==> src/rtl/uvr_pkg.sv <==
package uvr_pkg;

  typedef enum logic [2:0] {
    ST_IDLE,
    ST_START,
    ST_DATA,
    ST_PAR,
    ST_STOP
  } rx_state_t;

  // 2-of-3 majority of three line samples
  function automatic logic vote3(input logic [2:0] s);
    return (s[0] & s[1]) | (s[0] & s[2]) | (s[1] & s[2]);
  endfunction

endpackage

==> src/rtl/uvr_tick_sel.sv <==
module uvr_tick_sel #(
  parameter int BASE_DIV = 13,
  parameter int RUNGS    = 6,
  parameter int SEL_W    = 3,
  parameter int EXT_CODE = 6
) (
  input  logic             clk,
  input  logic             rst_n,
  input  logic [SEL_W-1:0] rate_sel,
  input  logic             ext_tick,
  output logic             tick
);
  localparam int PW    = $clog2(BASE_DIV + 1);
  localparam int LAD_W = (RUNGS > 1) ? RUNGS - 1 : 1;
  localparam int CODES = 2 ** SEL_W;

  logic [PW-1:0]    pre;
  logic [LAD_W-1:0] lad;
  logic             base_hit;
  logic [CODES-1:0] code_tick;

  // rung k fires on every 2^k-th base pulse
  function automatic logic rung_hit(input logic [LAD_W-1:0] cnt, input int k);
    logic [LAD_W:0] m;
    m = ((LAD_W+1)'(1) << k) - (LAD_W+1)'(1);
    return (cnt & m[LAD_W-1:0]) == '0;
  endfunction

  assign base_hit = (pre == PW'(BASE_DIV - 1));

  always_ff @(posedge clk or negedge rst_n) begin
    if (!rst_n) begin
      pre <= '0;
      lad <= '0;
    end else begin
      pre <= base_hit ? '0 : pre + 1'b1;
      if (base_hit) lad <= lad + 1'b1;
    end
  end

  for (genvar g = 0; g < CODES; g++) begin : g_code
    if (g < RUNGS) begin : g_rung
      assign code_tick[g] = base_hit && rung_hit(lad, g);
    end else if (g == EXT_CODE) begin : g_ext
      assign code_tick[g] = ext_tick;
    end else begin : g_off
      assign code_tick[g] = 1'b0;
    end
  end

  assign tick = code_tick[rate_sel];

endmodule

==> src/rtl/uvr_sync.sv <==
module uvr_sync #(
  parameter int STAGES = 2
) (
  input  logic clk,
  input  logic rst_n,
  input  logic din,
  output logic dout
);
  logic [STAGES-1:0] sh;

  always_ff @(posedge clk or negedge rst_n) begin
    if (!rst_n) sh <= '1;
    else        sh <= {sh[STAGES-2:0], din};
  end

  assign dout = sh[STAGES-1];

endmodule

==> src/rtl/uvr_frame.sv <==
module uvr_frame
  import uvr_pkg::*;
#(
  parameter int DATA_W = 8,
  parameter int OVS    = 16,
  parameter int MID    = 8,
  localparam int PH_W  = $clog2(OVS)
) (
  input  logic              clk,
  input  logic              rst_n,
  input  logic              tick,
  input  logic              rxs,
  input  logic              par_en,
  input  logic              par_odd,
  input  logic              two_stop,
  output logic [DATA_W-1:0] data_out,
  output logic              valid,
  output logic              perr,
  output logic              ferr,
  output logic              in_idle,
  output logic [PH_W-1:0]   phase,
  output logic              vote_strobe,
  output logic              start_seen,
  output logic              glitch_abort
);
  localparam int BI_W = $clog2(DATA_W);
  localparam logic [PH_W-1:0] PH_FIRST = PH_W'(MID - 1);
  localparam logic [PH_W-1:0] PH_LAST  = PH_W'(MID + 1);
  localparam logic [PH_W-1:0] PH_END   = PH_W'(OVS - 1);

  rx_state_t         state;
  logic [1:0]        samp;
  logic [DATA_W-1:0] shreg;
  logic [BI_W-1:0]   bidx;
  logic              pbit;
  logic              stop_idx;
  logic              ferr_acc;
  logic              active, take, cell_end, v, last_stop;

  // mismatch against the selected rule over data plus parity bit
  function automatic logic par_mismatch(input logic [DATA_W-1:0] d,
                                        input logic p, input logic odd);
    return (^{d, p}) != odd;
  endfunction

  assign in_idle      = (state == ST_IDLE);
  assign active       = tick && !in_idle;
  assign take         = active && (phase >= PH_FIRST) && (phase <= PH_LAST);
  assign vote_strobe  = active && (phase == PH_LAST);
  assign cell_end     = active && (phase == PH_END);
  assign start_seen   = tick && in_idle && !rxs;
  assign v            = vote3({samp, rxs});
  assign glitch_abort = vote_strobe && (state == ST_START) && v;
  assign last_stop    = (state == ST_STOP) && (stop_idx == two_stop);

  always_ff @(posedge clk or negedge rst_n) begin
    if (!rst_n) begin
      state    <= ST_IDLE;
      phase    <= '0;
      samp     <= '0;
      shreg    <= '0;
      bidx     <= '0;
      pbit     <= 1'b0;
      stop_idx <= 1'b0;
      ferr_acc <= 1'b0;
      data_out <= '0;
      valid    <= 1'b0;
      perr     <= 1'b0;
      ferr     <= 1'b0;
    end else begin
      valid <= 1'b0;
      perr  <= 1'b0;
      ferr  <= 1'b0;
      if (start_seen) begin
        state    <= ST_START;
        phase    <= PH_W'(1);
        ferr_acc <= 1'b0;
        pbit     <= 1'b0;
      end else if (active) begin
        phase <= (phase == PH_END) ? '0 : phase + 1'b1;
        if (take) samp <= {samp[0], rxs};
        if (vote_strobe) begin
          case (state)
            ST_START: if (v) state <= ST_IDLE;
            ST_DATA:  shreg <= {v, shreg[DATA_W-1:1]};
            ST_PAR:   pbit <= v;
            ST_STOP: begin
              if (last_stop) begin
                valid    <= 1'b1;
                data_out <= shreg;
                ferr     <= ferr_acc | !v;
                perr     <= par_en && par_mismatch(shreg, pbit, par_odd);
                state    <= ST_IDLE;
              end else begin
                ferr_acc <= ferr_acc | !v;
              end
            end
            default: ;
          endcase
        end
        if (cell_end) begin
          case (state)
            ST_START: begin
              state <= ST_DATA;
              bidx  <= '0;
            end
            ST_DATA: begin
              if (bidx == BI_W'(DATA_W - 1)) begin
                state    <= par_en ? ST_PAR : ST_STOP;
                stop_idx <= 1'b0;
              end else begin
                bidx <= bidx + 1'b1;
              end
            end
            ST_PAR: begin
              state    <= ST_STOP;
              stop_idx <= 1'b0;
            end
            ST_STOP: stop_idx <= 1'b1;
            default: ;
          endcase
        end
      end
    end
  end

endmodule

==> src/rtl/uart_vote_rx.sv <==
module uart_vote_rx #(
  parameter int BASE_DIV = 13,
  parameter int RUNGS    = 6,
  parameter int OVS      = 16,
  parameter int MID      = 8,
  parameter int DATA_W   = 8,
  parameter int SYNC_N   = 2
) (
  input  logic              clk,
  input  logic              rst_n,
  input  logic              rx_serial,
  input  logic [2:0]        rate_sel,
  input  logic              ext_tick,
  input  logic              par_en,
  input  logic              par_odd,
  input  logic              two_stop,
  output logic [DATA_W-1:0] rx_data,
  output logic              rx_valid,
  output logic              rx_parity_err,
  output logic              rx_frame_err
);
  localparam int PH_W = $clog2(OVS);

  logic            tick;
  logic            rxs;
  logic            in_idle;
  logic [PH_W-1:0] phase;
  logic            vote_strobe;
  logic            start_seen;
  logic            glitch_abort;

  uvr_tick_sel #(
    .BASE_DIV(BASE_DIV), .RUNGS(RUNGS), .SEL_W(3), .EXT_CODE(6)
  ) u_tick (
    .clk(clk), .rst_n(rst_n), .rate_sel(rate_sel),
    .ext_tick(ext_tick), .tick(tick)
  );

  uvr_sync #(.STAGES(SYNC_N)) u_sync (
    .clk(clk), .rst_n(rst_n), .din(rx_serial), .dout(rxs)
  );

  uvr_frame #(.DATA_W(DATA_W), .OVS(OVS), .MID(MID)) u_frame (
    .clk(clk), .rst_n(rst_n), .tick(tick), .rxs(rxs),
    .par_en(par_en), .par_odd(par_odd), .two_stop(two_stop),
    .data_out(rx_data), .valid(rx_valid),
    .perr(rx_parity_err), .ferr(rx_frame_err),
    .in_idle(in_idle), .phase(phase), .vote_strobe(vote_strobe),
    .start_seen(start_seen), .glitch_abort(glitch_abort)
  );

endmodule

==> config.mk <==
export PLATFORM = sky130hd
export DESIGN_NAME = uart_vote_rx
export DESIGN_NICKNAME = d
export VERILOG_FILES = /design/src/rtl/uvr_pkg.sv /design/src/rtl/uvr_tick_sel.sv /design/src/rtl/uvr_sync.sv /design/src/rtl/uvr_frame.sv /design/src/rtl/uart_vote_rx.sv
export SDC_FILE = /design/constraint.sdc
export NUM_CORES = 1
export LEC_CHECK = 0
export BUFFER_PORTS_ARGS = -buffer_cell sky130_fd_sc_hd__buf_2
export CORE_ASPECT_RATIO = 1.2
export CORE_MARGIN = 2
export CORE_UTILIZATION = 40
export CTS_CLUSTER_SIZE = 24
export DETAILED_ROUTE_END_ITERATION = 8
export PLACE_DENSITY = 0.7
export REMOVE_ABC_BUFFERS = 1
export SLEW_MARGIN = 20
export SYNTH_ARGS = -nofsm -noshare
export SYNTH_HDL_FRONTEND = slang
export SYNTH_SLANG_ARGS = --single-unit
export TNS_END_PERCENT = 5
==> constraint.sdc <==
create_clock -name clk -period 2.3 [get_ports clk]
set_clock_uncertainty 0.05 [all_clocks]
set_input_delay 0.575 -clock clk [delete_from_list [all_inputs] [get_ports clk]]
set_output_delay 0.575 -clock clk [all_outputs]
set_load 0.005 [all_outputs]
# == Yosys cells after proc, flatten, opt, wreduce, memory -nomap -nowiden ==
# Index checks and enable logic that the tools add are counted.
# totals
ff_bits,45
inputBits,10
out_inout_bits,11
word_cells,123
# op_classes
addsub,4
n_lt_le_gt_ge,3
eq_ne,13
mux,44
bitwise,7
reduce_logical,37
# op_table
operator,n
3-bit 2-to-1 mux,9
1-bit 2-to-1 mux,26
5-bit zero test,5
4-bit 2-to-1 mux,4
5-bit AND reduction,3
1-bit logical AND,14
4-bit equality test (second input constant),3
3-bit one-hot mux with 2 select lines,2
2-bit nonzero test,5
3-bit one-hot mux with 3 select lines,1
9-bit XOR reduction,1
4-bit by 1-bit adder with 4-bit output (second input constant),2
4-bit AND reduction,2
3-bit by 2-bit equality test with 1-bit output (second input constant),2
3-bit equality test (second input constant),2
3-bit AND reduction,2
5-bit by 1-bit adder with 5-bit output (second input constant),1
4-bit by 3-bit >= comparator with 1-bit output (second input constant),1
4-bit less-or-equal comparator (second input constant),1
3-bit by 4-bit < comparator with 1-bit output (second input constant),1
2-bit inequality test (second input constant),2
3-bit by 1-bit adder with 3-bit output (second input constant),1
1-bit bitwise AND,3
1-bit binary-select mux with 3-bit select,1
other kinds (10),14

# == Depth between registers and ports, before layout ==
# logic_depth
ltp_word,12
ltp_mapped,9
depth_no_buf,7

# == Modules after synthesis ==
# Synthesis repeated with hierarchy kept, for this count alone.
# unflattened
cells_unflattened,190
area_unflattened_um2,2183.3
# modules_own_cells
mod,instances,cells_per_inst,area_per_inst_um2,seq_area_each_um2
uvr_frame,1,144,1662.8,850.8
uvr_tick_sel,1,44,467.9,225.2
uvr_sync,1,2,52.6,52.6

# == Worst setup path after synthesis ==
# Ideal clock, no wire load.
# synth_timing
path_type,input to register
start,input rate_sel[1]
end,register u_frame.shreg[0]
setup_ns,0.125
arrival_ns,2.339
required_time_ns,2.125
slack_ns,-0.214
cell_stages,6
n_path_buf,1
cell_sequence,mux2_4 > a221o_1 > a31o_2 > or4_4 > buf_6 > mux2_4
# synth_between
elab_chain_len,6
word_cells_on_any_way,8
classes_between,2 x mux; 1 x bitwise; 5 x reduce/logical
# synth_rtl
element,line,source
"start, declared",uart_vote_rx.sv:12,"input logic [2:0] rate_sel,"
1-bit binary-select mux with 3-bit select *,uvr_tick_sel.sv:51,assign tick = code_tick[rate_sel];
1-bit 2-to-1 mux (not written as such) *,uvr_tick_sel.sv:51,
1-bit logical AND (2 in a row),uvr_frame.sv:51,assign start_seen = tick && in_idle && !rxs;
1-bit inverter (no line),n/a,
4-bit AND reduction (no line) *,n/a,
"end signal, assigned",uvr_frame.sv:85,"ST_DATA: shreg <= {v, shreg[DATA_W-1:1]};"
"end, declared",uvr_frame.sv:33,logic [DATA_W-1:0] shreg;
# Mark *: on every way between the ends. The rest lies on a longest branch, timed or not. The select of a mux whose other input is x is not followed.
# A chain may end at the register's enable or synchronous reset.

# == Final worst setup path ==
# layout_timing
start,register u_tick.lad[0]
end,register u_frame.shreg[3]
# layout_between
elab_chain_len,8
word_cells_on_any_way,18
classes_between,2 x mux; 1 x bitwise; 15 x reduce/logical
# layout_rtl
element,line,source
"start, declared",uvr_tick_sel.sv:18,logic [LAD_W-1:0] lad;
"start signal, assigned",uvr_tick_sel.sv:37,if (base_hit) lad <= lad + 1'b1;
5-bit zero test,uvr_tick_sel.sv:26,return (cnt & m[LAD_W-1:0]) == '0;
1-bit logical AND,uvr_tick_sel.sv:43,"assign code_tick[g] = base_hit && rung_hit(lad, g);"
1-bit binary-select mux with 3-bit select *,uvr_tick_sel.sv:51,
1-bit 2-to-1 mux (not written as such) *,uvr_tick_sel.sv:51,
1-bit logical AND (2 in a row),uvr_frame.sv:51,
1-bit inverter (no line),n/a,
4-bit AND reduction (no line) *,n/a,
# Marked as above.

==> results summary <==
The flop and latch count out of synthesis is 45. After clock tree synthesis, the clock-pin slew on the worst setup and hold paths is 0.09 ns. The clock root buffer is clkbuf_8. For the pin with the worst max-slew slack, the measured transition is 0.660 ns. The number of pins with negative max-slew slack in the final report is 0. After global routing the overflow that remains totals 0. The floorplan die width is 72.4 µm. The capture point of the worst reg-to-reg path is u_frame.shreg[3].

The run finished with clean final reports. The worst-case IR drop observed on VDD is 0.367 mV. The number of nets in the layout came out at 250. The overall global routing resource usage is 15.5%. The number of buffers on the longest clock path is 2.

Detailed routing inserted a total of 1611 vias. The placed wire-length estimate came out at 2850 µm. The number of buffers created by CTS is 5. The number of nets still failing antenna checks after routing is 0.

The number of distinct library cells after synthesis is 40. The total number of clock tree sinks is 45. The number of iterations in the first detailed-routing pass came out at 6. The most common flop cell mapped by yosys is dfrtp_1. The fraction of synthesis flops using an asynchronous set or reset pin is 100%.

The number of antenna violations at the first check in global routing was 0. After layout, the worst path uses 99.9% of the clock period. The detail-routed net length per standard cell is 14.1 µm. The CTS tree is done. The number of failing hold endpoints at the final stage is 0.

The first global-routing pass estimated 7510 µm of wire. The violation count after the first detailed-routing iteration came out at 66. The number of global-route vias before repair is 1698. The area of the placeable core is 5330 µm². The total I/O pin count came out at 21. The worst register-to-register path begins at u_tick.lad[0]. The post-synthesis instance total is 197. The critical path in this run is classified as register to register. The post-CTS setup buffer count came out at 0.

The depth of the worst register-to-register path came out at 7. At the worst endpoint, the arrival time is 2.44 ns. Setup violations remaining at the end of the flow were counted as 0.

The clock reaches the later pin of the worst-skew pair after 0.30 ns. The final wirelength came out at 4140 µm. The worst setup timing slack at the placement stage is -0.372 ns.

Following the worst setup path forward leads to its endpoint at u_frame.shreg[3]. The mapped cell area came out at 2240 µm². The worst slew slack as a fraction of its limit came out at 55.6%. The maximum number of pins on one net before global-route repair is 46. The count of input and output buffers is 20. The final cell area excluding filler cells came out at 2620 µm². The data required time at the worst endpoint came out at 2.45 ns. The floorplan has 29 rows. The number of levels the H-tree was split into came out at 2. The die height is 86.0 µm. Of all nets on the critical path, the largest fanout is 8.

Averaged over all synthesized cells, the footprint is 11.4 µm². The peak clock frequency supported by timing came out at 435 MHz. The most critical setup path has its startpoint at u_tick.lad[0]. The total die area came out at 6230 µm². For this run, design rule violations remaining after detail routing come to 0. The post-place instance area came out at 2500 µm².

The standby leakage power is 1.27 nW. The tool flagged a number of max-cap violations equal to 0. The startpoint kind of the worst setup timing path is a register.

The final setup slack of the worst path is 0.00314 ns. The number of synthesized flops with an enable pin is 0. Routability-driven placement finished with a final weighted congestion of 0.795. The final total power came out at 1.64 mW. The share of layout cells above drive strength 1 is 31.9%. The kind of end point of the critical path is a register. The share of the Yosys chip area taken by registers is 50.3%. The tightest min-delay check is of the input port to asynchronous set/reset pin type.

The total inserted antenna cells is 0. In the final timing run, aggregate negative setup slack is 0 ns. Compared with the post-synthesis result, the final layout area differs by 16.8%. The initial core utilization is 42.1%.

The register-to-register setup slack is 0.003 ns. The count of yosys warnings during synthesis is 0. The detailed-route vias per instance came out at 5.48. The post-route minimum period came out at 2.30 ns. The power per cell area is 627 nW/µm². Setup repair after global routing could not meet its margin everywhere.
cells in the final DEF (no fill, tap or decap), types with 2 or more instances in the layout:
master and instances:
a21oi_1 9, a31o_2 2, a41oi_1 3, and3_1 4
buf_2 20, buf_4 16, clkbuf_8 5, dfrtp_1 43
dfstp_2 2, ha_1 9, inv_1 12, mux2_2 14
mux2_4 9, nand2_1 8, nand3_1 3, nand4_1 4
nor2_1 15, nor3_1 7, o21ai_0 6, o41ai_1 3
xnor2_1 14
area by class of cell:
type	count	area, µm²
multi-input cells	130	1030
flip-flops and latches	45	1130
clock inverters	2	38.8
fillers	499	2710
well taps	62	77.6
inverters	13	48.8
clock buffers	6	72.6
repair buffers	36	220
flip-flops by register name (all words and copies together), names as in the netlist, 2 cells and up:
signal and count:
u_frame.bidx 3, u_frame.data_out 8, u_frame.phase 4, u_frame.samp 2, u_frame.shreg 8, u_frame.state 3, u_sync.sh 2, u_tick.lad 5
u_tick.pre 4
worst max-delay path, cell delays in order, from the launching register on:
cell and delay (ns):
dfrtp_1 0.42, inv_2 0.07, ha_1 0.16, inv_1 0.04
a221o_1 0.32, a31o_2 0.27, or4_4 0.52, mux2_4 0.33
how the worst min path moves through the flow:
stage               cells past startpoint         endpoint
detailed placement                      0     u_sync.sh[1]
global route                            1     u_sync.sh[0]
CTS                                     2    u_tick.pre[1]
floorplan                               0  u_frame.bidx[0]
finish                                  2    u_tick.lad[1]
global placement                        0     u_sync.sh[1]
per-stage QoR:
step	hold WS, ns	cells	utilization [%]
2_1_floorplan	0.229	188	-
3_3_place_gp	0.296	286	46.8
3_5_place_dp	0.297	286	46.8
4_1_cts	0.309	294	49.1
5_1_grt	0.311	294	49.1
6_report	0.285	294	49.1
timing repair:
item | in CTS | in global routing
hold buffers | 0 | 0
gates resized for setup | 3 | 0
setup endpoints to repair | 10 | 10
gates cloned | 0 | 0
pin swaps | 1 | 0
synth_stat cells (all sizes together) (2+ instances only):
cell type | count | area share [%]
a41oi | 3 | 1.2
inv | 13 | 2.2
and3 | 4 | 1.1
a31o | 2 | 0.78
dfrtp | 43 | 48
nor2 | 15 | 2.5
xnor2 | 14 | 5.5
buf | 2 | 0.72
clkbuf | 7 | 1.2
nand3 | 3 | 0.67
nand4 | 4 | 1.1
dfstp | 2 | 2.3
a21oi | 9 | 2.0
mux2 | 23 | 13
nor4b | 2 | 0.78
o41ai | 3 | 1.2
nor3 | 7 | 1.6
nand2 | 8 | 1.3
o21ai | 6 | 1.3
ha | 9 | 5.0
per-layer routing:
layer	track usage, %	up-vias	wire length [µm]
met1	17.9	810	1750
li1	-	764	-
met4	6.69	0	75
met5	0	-	0
met2	26.6	28	2140
met3	4.11	9	172
power by group:
group / internal (mW) / switching, mW / total [mW] / leakage (nW)
logic: 0.0821 / 0.0998 / 0.182 / 0.637
clock network: 0.326 / 0.271 / 0.597 / 0.0554
registers: 0.824 / 0.0414 / 0.866 / 0.581
logic make-up (layout without fill, tap and decap cells):
| family | after synthesis | in the layout | synth area share [%] |
|---|---|---|---|
| and+or+nand+nor | 51 | 51 | 11.8 |
| DFF | 45 | 45 | 50.3 |
| AOI/OAI and AO/OA | 31 | 31 | 9.48 |
| muxes | 23 | 23 | 13.1 |
| buffers and inverters | 22 | 57 | 4.07 |
| xor gates and xnor gates | 15 | 15 | 5.86 |
| adders and majority gates | 10 | 10 | 5.47 |
Note: power is estimated with default switching activity, not from simulation.
